File: src/rtl/typec_orient_pkg.sv
package typec_orient_pkg;
  typedef enum logic [1:0] {
    ST_DETACHED = 2'd0,
    ST_PENDING  = 2'd1,
    ST_NORMAL   = 2'd2,
    ST_FLIPPED  = 2'd3
  } orient_state_t;

  // CC pattern encoding: bit 1 = channel 1, bit 0 = channel 2
  localparam logic [1:0] CC_NONE    = 2'b00;
  localparam logic [1:0] CC_REVERSE = 2'b01;
  localparam logic [1:0] CC_FORWARD = 2'b10;
  localparam logic [1:0] CC_BOTH    = 2'b11;
endpackage

File: src/rtl/cc_sync.sv
module cc_sync #(
  parameter int STAGES = 2,
  parameter int WIDTH  = 2
) (
  input  logic             clk,
  input  logic             rst_n,
  input  logic [WIDTH-1:0] d_in,
  output logic [WIDTH-1:0] d_out
);
  logic [WIDTH-1:0] chain [STAGES];

  generate
    for (genvar g = 0; g < STAGES; g++) begin : g_stage
      always_ff @(posedge clk or negedge rst_n) begin
        if (!rst_n) chain[g] <= '0;
        else if (g == 0) chain[g] <= d_in;
        else chain[g] <= chain[(g == 0) ? 0 : g-1];
      end
    end
  endgenerate

  assign d_out = chain[STAGES-1];
endmodule

File: src/rtl/cc_debounce.sv
module cc_debounce #(
  parameter int CNT_W = 16
) (
  input  logic             clk,
  input  logic             rst_n,
  input  logic [CNT_W-1:0] len,
  input  logic [1:0]       cc_s,
  output logic [1:0]       cc_q,
  output logic             stable
);
  logic [CNT_W-1:0] cnt;

  always_ff @(posedge clk or negedge rst_n) begin
    if (!rst_n) begin
      cc_q <= '0;
      cnt  <= '0;
    end else if (cc_s != cc_q) begin
      cc_q <= cc_s;
      cnt  <= '0;
    end else if (cnt < len) begin
      cnt <= cnt + 1'b1;
    end
  end

  assign stable = (cnt >= len);

  // a newly stable pattern must be the one held during the window
  AST_STABLE_PATTERN_HELD: assert property (@(posedge clk) disable iff (!rst_n)
    $rose(stable) |-> (cc_q == $past(cc_q)));
endmodule

File: src/rtl/orient_fsm.sv
module orient_fsm
  import typec_orient_pkg::*;
(
  input  logic       clk,
  input  logic       rst_n,
  input  logic [1:0] cc_q,
  input  logic       stable,
  output logic       attached,
  output logic       flipped,
  output logic       cc_err
);
  orient_state_t state, state_nx;

  always_comb begin
    state_nx = state;
    unique case (state)
      ST_DETACHED:
        if (cc_q == CC_FORWARD || cc_q == CC_REVERSE) state_nx = ST_PENDING;
      ST_PENDING:
        if (stable) begin
          if (cc_q == CC_FORWARD)      state_nx = ST_NORMAL;
          else if (cc_q == CC_REVERSE) state_nx = ST_FLIPPED;
          else if (cc_q == CC_NONE)    state_nx = ST_DETACHED;
        end
      ST_NORMAL:
        if (stable && (cc_q == CC_NONE || cc_q == CC_REVERSE)) state_nx = ST_DETACHED;
      ST_FLIPPED:
        if (stable && (cc_q == CC_NONE || cc_q == CC_FORWARD)) state_nx = ST_DETACHED;
      default: state_nx = ST_DETACHED;
    endcase
  end

  always_ff @(posedge clk or negedge rst_n) begin
    if (!rst_n) begin
      state  <= ST_DETACHED;
      cc_err <= 1'b0;
    end else begin
      state <= state_nx;
      if (stable) cc_err <= (cc_q == CC_BOTH);
    end
  end

  assign attached = (state == ST_NORMAL) || (state == ST_FLIPPED);
  assign flipped  = (state == ST_FLIPPED);

  AST_NO_DIRECT_SWAP_N: assert property (@(posedge clk) disable iff (!rst_n)
    (state == ST_NORMAL) |=> (state != ST_FLIPPED));
  AST_NO_DIRECT_SWAP_F: assert property (@(posedge clk) disable iff (!rst_n)
    (state == ST_FLIPPED) |=> (state != ST_NORMAL));
  AST_ATTACH_AFTER_STABLE: assert property (@(posedge clk) disable iff (!rst_n)
    $rose(attached) |-> $past(stable));
  AST_INVALID_HOLDS: assert property (@(posedge clk) disable iff (!rst_n)
    (stable && cc_q == CC_BOTH) |=> (state == $past(state)));
endmodule

File: src/rtl/lane_steer.sv
module lane_steer #(
  parameter int LANE_W = 16,
  parameter int NLANE  = 2
) (
  input  logic              clk,
  input  logic              rst_n,
  input  logic              attached,
  input  logic              flipped,
  input  logic [LANE_W-1:0] tx_data,
  input  logic              tx_valid,
  output logic              tx_ready,
  output logic [LANE_W-1:0] ln_tx_data  [NLANE],
  output logic              ln_tx_valid [NLANE],
  input  logic              ln_tx_ready [NLANE],
  input  logic [LANE_W-1:0] ln_rx_data  [NLANE],
  input  logic              ln_rx_valid [NLANE],
  output logic              ln_rx_ready [NLANE],
  output logic [LANE_W-1:0] rx_data,
  output logic              rx_valid,
  input  logic              rx_ready
);
  localparam int IDX_W = (NLANE > 1) ? $clog2(NLANE) : 1;

  logic [NLANE-1:0] sel;
  logic [IDX_W-1:0] idx;

  assign idx = IDX_W'(flipped);

  generate
    for (genvar g = 0; g < NLANE; g++) begin : g_lane
      assign sel[g]         = attached && (idx == IDX_W'(g));
      assign ln_tx_data[g]  = sel[g] ? tx_data : '0;
      assign ln_tx_valid[g] = sel[g] && tx_valid;
      assign ln_rx_ready[g] = sel[g] && rx_ready;
    end
  endgenerate

  always_comb begin
    tx_ready = 1'b0;
    rx_valid = 1'b0;
    rx_data  = '0;
    for (int i = 0; i < NLANE; i++) begin
      if (sel[i]) begin
        tx_ready = ln_tx_ready[i];
        rx_valid = ln_rx_valid[i];
        rx_data  = ln_rx_data[i];
      end
    end
  end

  AST_IDLE_WHEN_DETACHED: assert property (@(posedge clk) disable iff (!rst_n)
    !attached |-> (!tx_ready && !rx_valid && rx_data == '0));
  AST_ONE_LANE: assert property (@(posedge clk) disable iff (!rst_n)
    $onehot0(sel));
endmodule

File: src/rtl/typec_orient_mux.sv
module typec_orient_mux #(
  parameter int LANE_W    = 16,
  parameter int CNT_W     = 16,
  parameter int SYNC_STGS = 2
) (
  input  logic              clk,
  input  logic              rst_n,
  input  logic [CNT_W-1:0]  dbnc_len,
  input  logic              cc1_in,
  input  logic              cc2_in,
  output logic              attached,
  output logic              flipped,
  output logic              cc_err,
  input  logic [LANE_W-1:0] tx_data,
  input  logic              tx_valid,
  output logic              tx_ready,
  output logic [LANE_W-1:0] ss_tx1_data,
  output logic              ss_tx1_valid,
  input  logic              ss_tx1_ready,
  output logic [LANE_W-1:0] ss_tx2_data,
  output logic              ss_tx2_valid,
  input  logic              ss_tx2_ready,
  input  logic [LANE_W-1:0] ss_rx1_data,
  input  logic              ss_rx1_valid,
  output logic              ss_rx1_ready,
  input  logic [LANE_W-1:0] ss_rx2_data,
  input  logic              ss_rx2_valid,
  output logic              ss_rx2_ready,
  output logic [LANE_W-1:0] rx_data,
  output logic              rx_valid,
  input  logic              rx_ready,
  input  logic              dp_in,
  input  logic              dn_in,
  output logic              dp_out,
  output logic              dn_out
);
  localparam int NLANE = 2;

  logic [1:0] cc_s, cc_q;
  logic       stable;

  logic [LANE_W-1:0] ln_tx_data  [NLANE];
  logic              ln_tx_valid [NLANE];
  logic              ln_tx_ready [NLANE];
  logic [LANE_W-1:0] ln_rx_data  [NLANE];
  logic              ln_rx_valid [NLANE];
  logic              ln_rx_ready [NLANE];

  cc_sync #(.STAGES(SYNC_STGS), .WIDTH(2)) u_sync (
    .clk(clk), .rst_n(rst_n), .d_in({cc1_in, cc2_in}), .d_out(cc_s)
  );

  cc_debounce #(.CNT_W(CNT_W)) u_dbnc (
    .clk(clk), .rst_n(rst_n), .len(dbnc_len), .cc_s(cc_s),
    .cc_q(cc_q), .stable(stable)
  );

  orient_fsm u_fsm (
    .clk(clk), .rst_n(rst_n), .cc_q(cc_q), .stable(stable),
    .attached(attached), .flipped(flipped), .cc_err(cc_err)
  );

  assign ln_tx_ready[0] = ss_tx1_ready;
  assign ln_tx_ready[1] = ss_tx2_ready;
  assign ln_rx_data[0]  = ss_rx1_data;
  assign ln_rx_data[1]  = ss_rx2_data;
  assign ln_rx_valid[0] = ss_rx1_valid;
  assign ln_rx_valid[1] = ss_rx2_valid;
  assign ss_tx1_data    = ln_tx_data[0];
  assign ss_tx2_data    = ln_tx_data[1];
  assign ss_tx1_valid   = ln_tx_valid[0];
  assign ss_tx2_valid   = ln_tx_valid[1];
  assign ss_rx1_ready   = ln_rx_ready[0];
  assign ss_rx2_ready   = ln_rx_ready[1];

  lane_steer #(.LANE_W(LANE_W), .NLANE(NLANE)) u_steer (
    .clk(clk), .rst_n(rst_n), .attached(attached), .flipped(flipped),
    .tx_data(tx_data), .tx_valid(tx_valid), .tx_ready(tx_ready),
    .ln_tx_data(ln_tx_data), .ln_tx_valid(ln_tx_valid), .ln_tx_ready(ln_tx_ready),
    .ln_rx_data(ln_rx_data), .ln_rx_valid(ln_rx_valid), .ln_rx_ready(ln_rx_ready),
    .rx_data(rx_data), .rx_valid(rx_valid), .rx_ready(rx_ready)
  );

  // legacy pair is wired through, never swapped
  assign dp_out = dp_in;
  assign dn_out = dn_in;

  AST_LEGACY_PASS: assert property (@(posedge clk) disable iff (!rst_n)
    (dp_out == dp_in) && (dn_out == dn_in));
endmodule

File: config.mk
export PLATFORM = sky130hd
export DESIGN_NAME = typec_orient_mux
export DESIGN_NICKNAME = d
export VERILOG_FILES = /design/src/rtl/typec_orient_pkg.sv /design/src/rtl/cc_sync.sv /design/src/rtl/cc_debounce.sv /design/src/rtl/orient_fsm.sv /design/src/rtl/lane_steer.sv /design/src/rtl/typec_orient_mux.sv
export SDC_FILE = /design/constraint.sdc
export NUM_CORES = 1
export LEC_CHECK = 0
export ABC_CLOCK_PERIOD_IN_PS = 2140
export BUFFER_PORTS_ARGS = -buffer_cell sky130_fd_sc_hd__buf_2
export CAP_MARGIN = 20
export CORE_MARGIN = 4
export CORE_UTILIZATION = 40
export CTS_CLUSTER_SIZE = 30
export DETAILED_ROUTE_END_ITERATION = 7
export GPL_TIMING_DRIVEN = 1
export PLACE_DENSITY = 0.78
export RECOVER_POWER = 25
export SETUP_SLACK_MARGIN = 0.1
export SLEW_MARGIN = 20
export SYNTH_ARGS = -nofsm -noshare
export SYNTH_HDL_FRONTEND = slang
export SYNTH_SLANG_ARGS = --single-unit
File: constraint.sdc
create_clock -name clk -period 2.14 [get_ports clk]
set_input_delay 0.214 -clock clk [delete_from_list [all_inputs] [get_ports clk]]
set_output_delay 0.214 -clock clk [all_outputs]
set_load 0.02 [all_outputs]
==> metrics <==
critical path type reg2reg; worst min-delay path class in2reg; Max FO, Critical Path 6; final-report setup violation count 15; total congestion overflow 0; Max-slew headroom 6.788%; Avg Inst Size Synth 8.227 µm²; I/O Buffers 130; Hold Path Cell Cnt 1; final worst-path setup slack -104.7 ps; synthesis-to-layout area growth 54.87%; final design utilization 63.56%; Sequential Power Share 34.0%; Die H 82.93 µm; CTS tree built; Pint 0.8996 mW; Worst-Margin Slew 1398 ps; dpl cells 488; count of non-filler cells in the finished layout 500; root buffer cell clkbuf_8; sw frac 38.75%; critical path arrival 2450 ps; CTS H-tree depth 1; Clock Skew 6.748 ps; Core Area 5473 µm²; f_max 445.5 MHz; pin count of the biggest net entering global routing 26; placed cell areas 3179 µm²; number of global-route vias before repair 2597; Synth Cell Area 2246 µm²; num rows 27; vias per cell 5.128; synth unique cells 43; Max IR drop VDD 0.0003656 V; Max Root-Sink Buffers 2; Ant. Diodes 0; RSZ-0062 raised after global routing yes; failing checks negative setup slack; post-route cell area 3478 µm²; total CTS buffers 3; pwr/cell area 422.2 nW/µm²; die area 6877 µm²; sequential area share after synthesis 27.86%; overall power 1.469 mW; CP Data Required Time 2350 ps; Cells after Synth 273; met2 routed WL 3.565 mm; CP Capture Type flip-flop; Worst-path clk slew 100 ps; first-pass GRT wire length 11.46 mm; Post-DP HPWL 5.384 mm; drt total wl 6.996 mm; CTS sink cnt 25; WL met1 2.623 mm; latest clock arrival within the worst-skew pair 280 ps; combinational power share 45.4%; minimum clock period 2245 ps; Leak 1.924 nW; RD Place Congestion 0.8443; met3 WL 551 µm; syn_nets 371; worst reg2reg path depth 8; WL/cell 13.99 µm; # DRC 0; Pins Over Slew Limit 0; status complete, but fails checks; max-cap violation count 0; initial antenna violation count 0; layout cells sized above 1 48.36%; remaining antenna violation count after routing 0; Seq cells post-synth 25; Max Used Layer met4; Total Nets Final 527; initial core utilization 41.04%; fin crit share 104.9%; Yosys Warn Count 0; Hold Vio Cnt, Final 0; startpoint types flip-flop; global-route total usage across every layer 19.23%; I/O pin count 135; clock power share 20.6%; Die X 82.93 µm; via count 2564; sw power 0.5691 mW; starting DRC count in detailed routing 72; drt pass-1 iters 4
## layout by cell type, fill, tap and decap left out, types with 2 or more instances in the layout
cell	n
or4_4	6
o21ai_0	2
buf_6	6
ha_1	16
ha_4	6
inv_1	22
clkbuf_8	3
dfrtp_1	25
or3_1	4
nor4_4	2
a21oi_1	12
or4_1	3
nor3_2	2
nand4_1	4
o31ai_1	6
buf_2	129
and3_1	19
mux2i_1	18
and2_1	20
o21ai_1	5
o21ai_2	2
o31ai_2	2
a211oi_1	2
nand2_1	13
a21o_1	2
nor2_1	25
nor2b_1	3
buf_4	34
nand3_1	6
xnor2_1	3
a21oi_2	6
## state kept, by name, indices dropped and copies added, names as in the netlist
register,cells
u_dbnc.cnt,16
u_dbnc.cc_q,2
u_fsm.state,2
u_sync.chain,2
u_sync.d_out,2
u_fsm.cc_err,1
## synthesized netlist by cell type, drive strengths merged
cell     count  share of area, %
and3        19               5.3
a21o         2              0.67
nor3         3              0.89
inv         22               3.7
nand2b       1              0.28
clkbuf      12               2.0
or3          4               1.1
dfrtp       25                28
a21oi       19               4.4
nor2        25               4.2
nand2       14               2.3
and2        20               5.6
and4         1              0.39
a211o        1              0.39
o31a         1              0.39
o22a         1              0.39
a2111oi      1              0.39
o21ai        9               2.0
nand3        7               1.8
mux2i       18               8.0
o22ai        1              0.28
a211oi       2              0.67
xnor2        3               1.2
nor2b        3              0.84
or4          9               3.0
or4b         1              0.45
o31ai        9               3.0
nand4        5               1.7
ha          22                12
buf          8               2.2
mux2         1              0.50
o41ai        1              0.39
nor4         2               1.2
or2          1              0.28
## final cells by class
type,count,area (µm²)
well taps,72,90.09
multi-input cells,206,1648
fillers,454,1994
repair buffers,171,982.2
clock buffers,3,41.29
flip-flops and latches,25,625.6
clock inverters,1,8.758
inverters,22,82.58
## through the flow
step | hold WS [ps] | TNS (ps) | setup WS [ps]
after floorplan | -81.59 | 0 | 62.92
after global placement | 234.1 | -145.4 | -28.44
after detailed placement | 246.2 | -897.6 | -99.05
after CTS | 29.21 | -474.1 | -68.88
after global routing | 25.82 | -2279 | -210.1
final | 34.12 | -772.3 | -104.7
## per-layer routing
| metal | global-route usage (%) | vias to the layer above |
|---|---|---|
| met2 | 35.86 | 113 |
| li1 | - | 1271 |
| met4 | 5.944 | 0 |
| met1 | 20.80 | 1156 |
| met5 | 0 | - |
| met3 | 5.456 | 24 |
## worst max-delay path, cell delays in order, from the launching register on
cell     delay, ps
dfrtp_1        420
ha_1           230
a21oi_4        150
nor3_2          60
nor4_4         310
nand3_4        160
buf_6          170
or4_4          530
a21oi_2        140
## final timing paths
kind,endpoint,slack [ps],from
min in group asynchronous,u_dbnc.cnt[3],780,rst_n
setup reg to reg,u_dbnc.cnt[9],-100,u_dbnc.cnt[8]
hold / removal,u_sync.chain[3],30,cc1_in
hold reg to reg,u_sync.d_out[1],360,u_sync.chain[3]
max in group asynchronous,u_fsm.state[0],540,rst_n
setup / recovery,u_dbnc.cnt[9],-100,u_dbnc.cnt[8]
## cells by family after synthesis
kind of cell,count (synthesis),share of synthesized area [%]
AND/OR/NAND/NOR,115,29.30
AO/OA/AOI/OAI,47,12.98
buffers and inverters,42,7.910
flip-flops,25,27.86
adder cells (fa/ha/maj),22,12.26
multiplexers,19,8.524
XOR/XNOR,3,1.170
## repair_timing
action / 4_1_cts / 5_1_grt
gates cloned: 0 / 0
setup buffers: 7 / 0
pin swaps: 16 / 7
resized for setup: 16 / 22
hold buffers: 1 / 0
endpoints found under the hold margin: 25 / 0
endpoints found under the setup margin: 19 / 19
## power groups by stage
stage / sequential [mW] / combinational, mW / clock [mW]
after detailed placement: 0.509 / 0.656 / 0
after CTS: 0.499 / 0.668 / 0.311
after floorplan: 0.504 / 0.414 / 0
after global placement: 0.508 / 0.643 / 0
after global routing: 0.501 / 0.727 / 0.330
final: 0.499 / 0.667 / 0.303
Note: power is estimated with default switching activity, not from simulation.
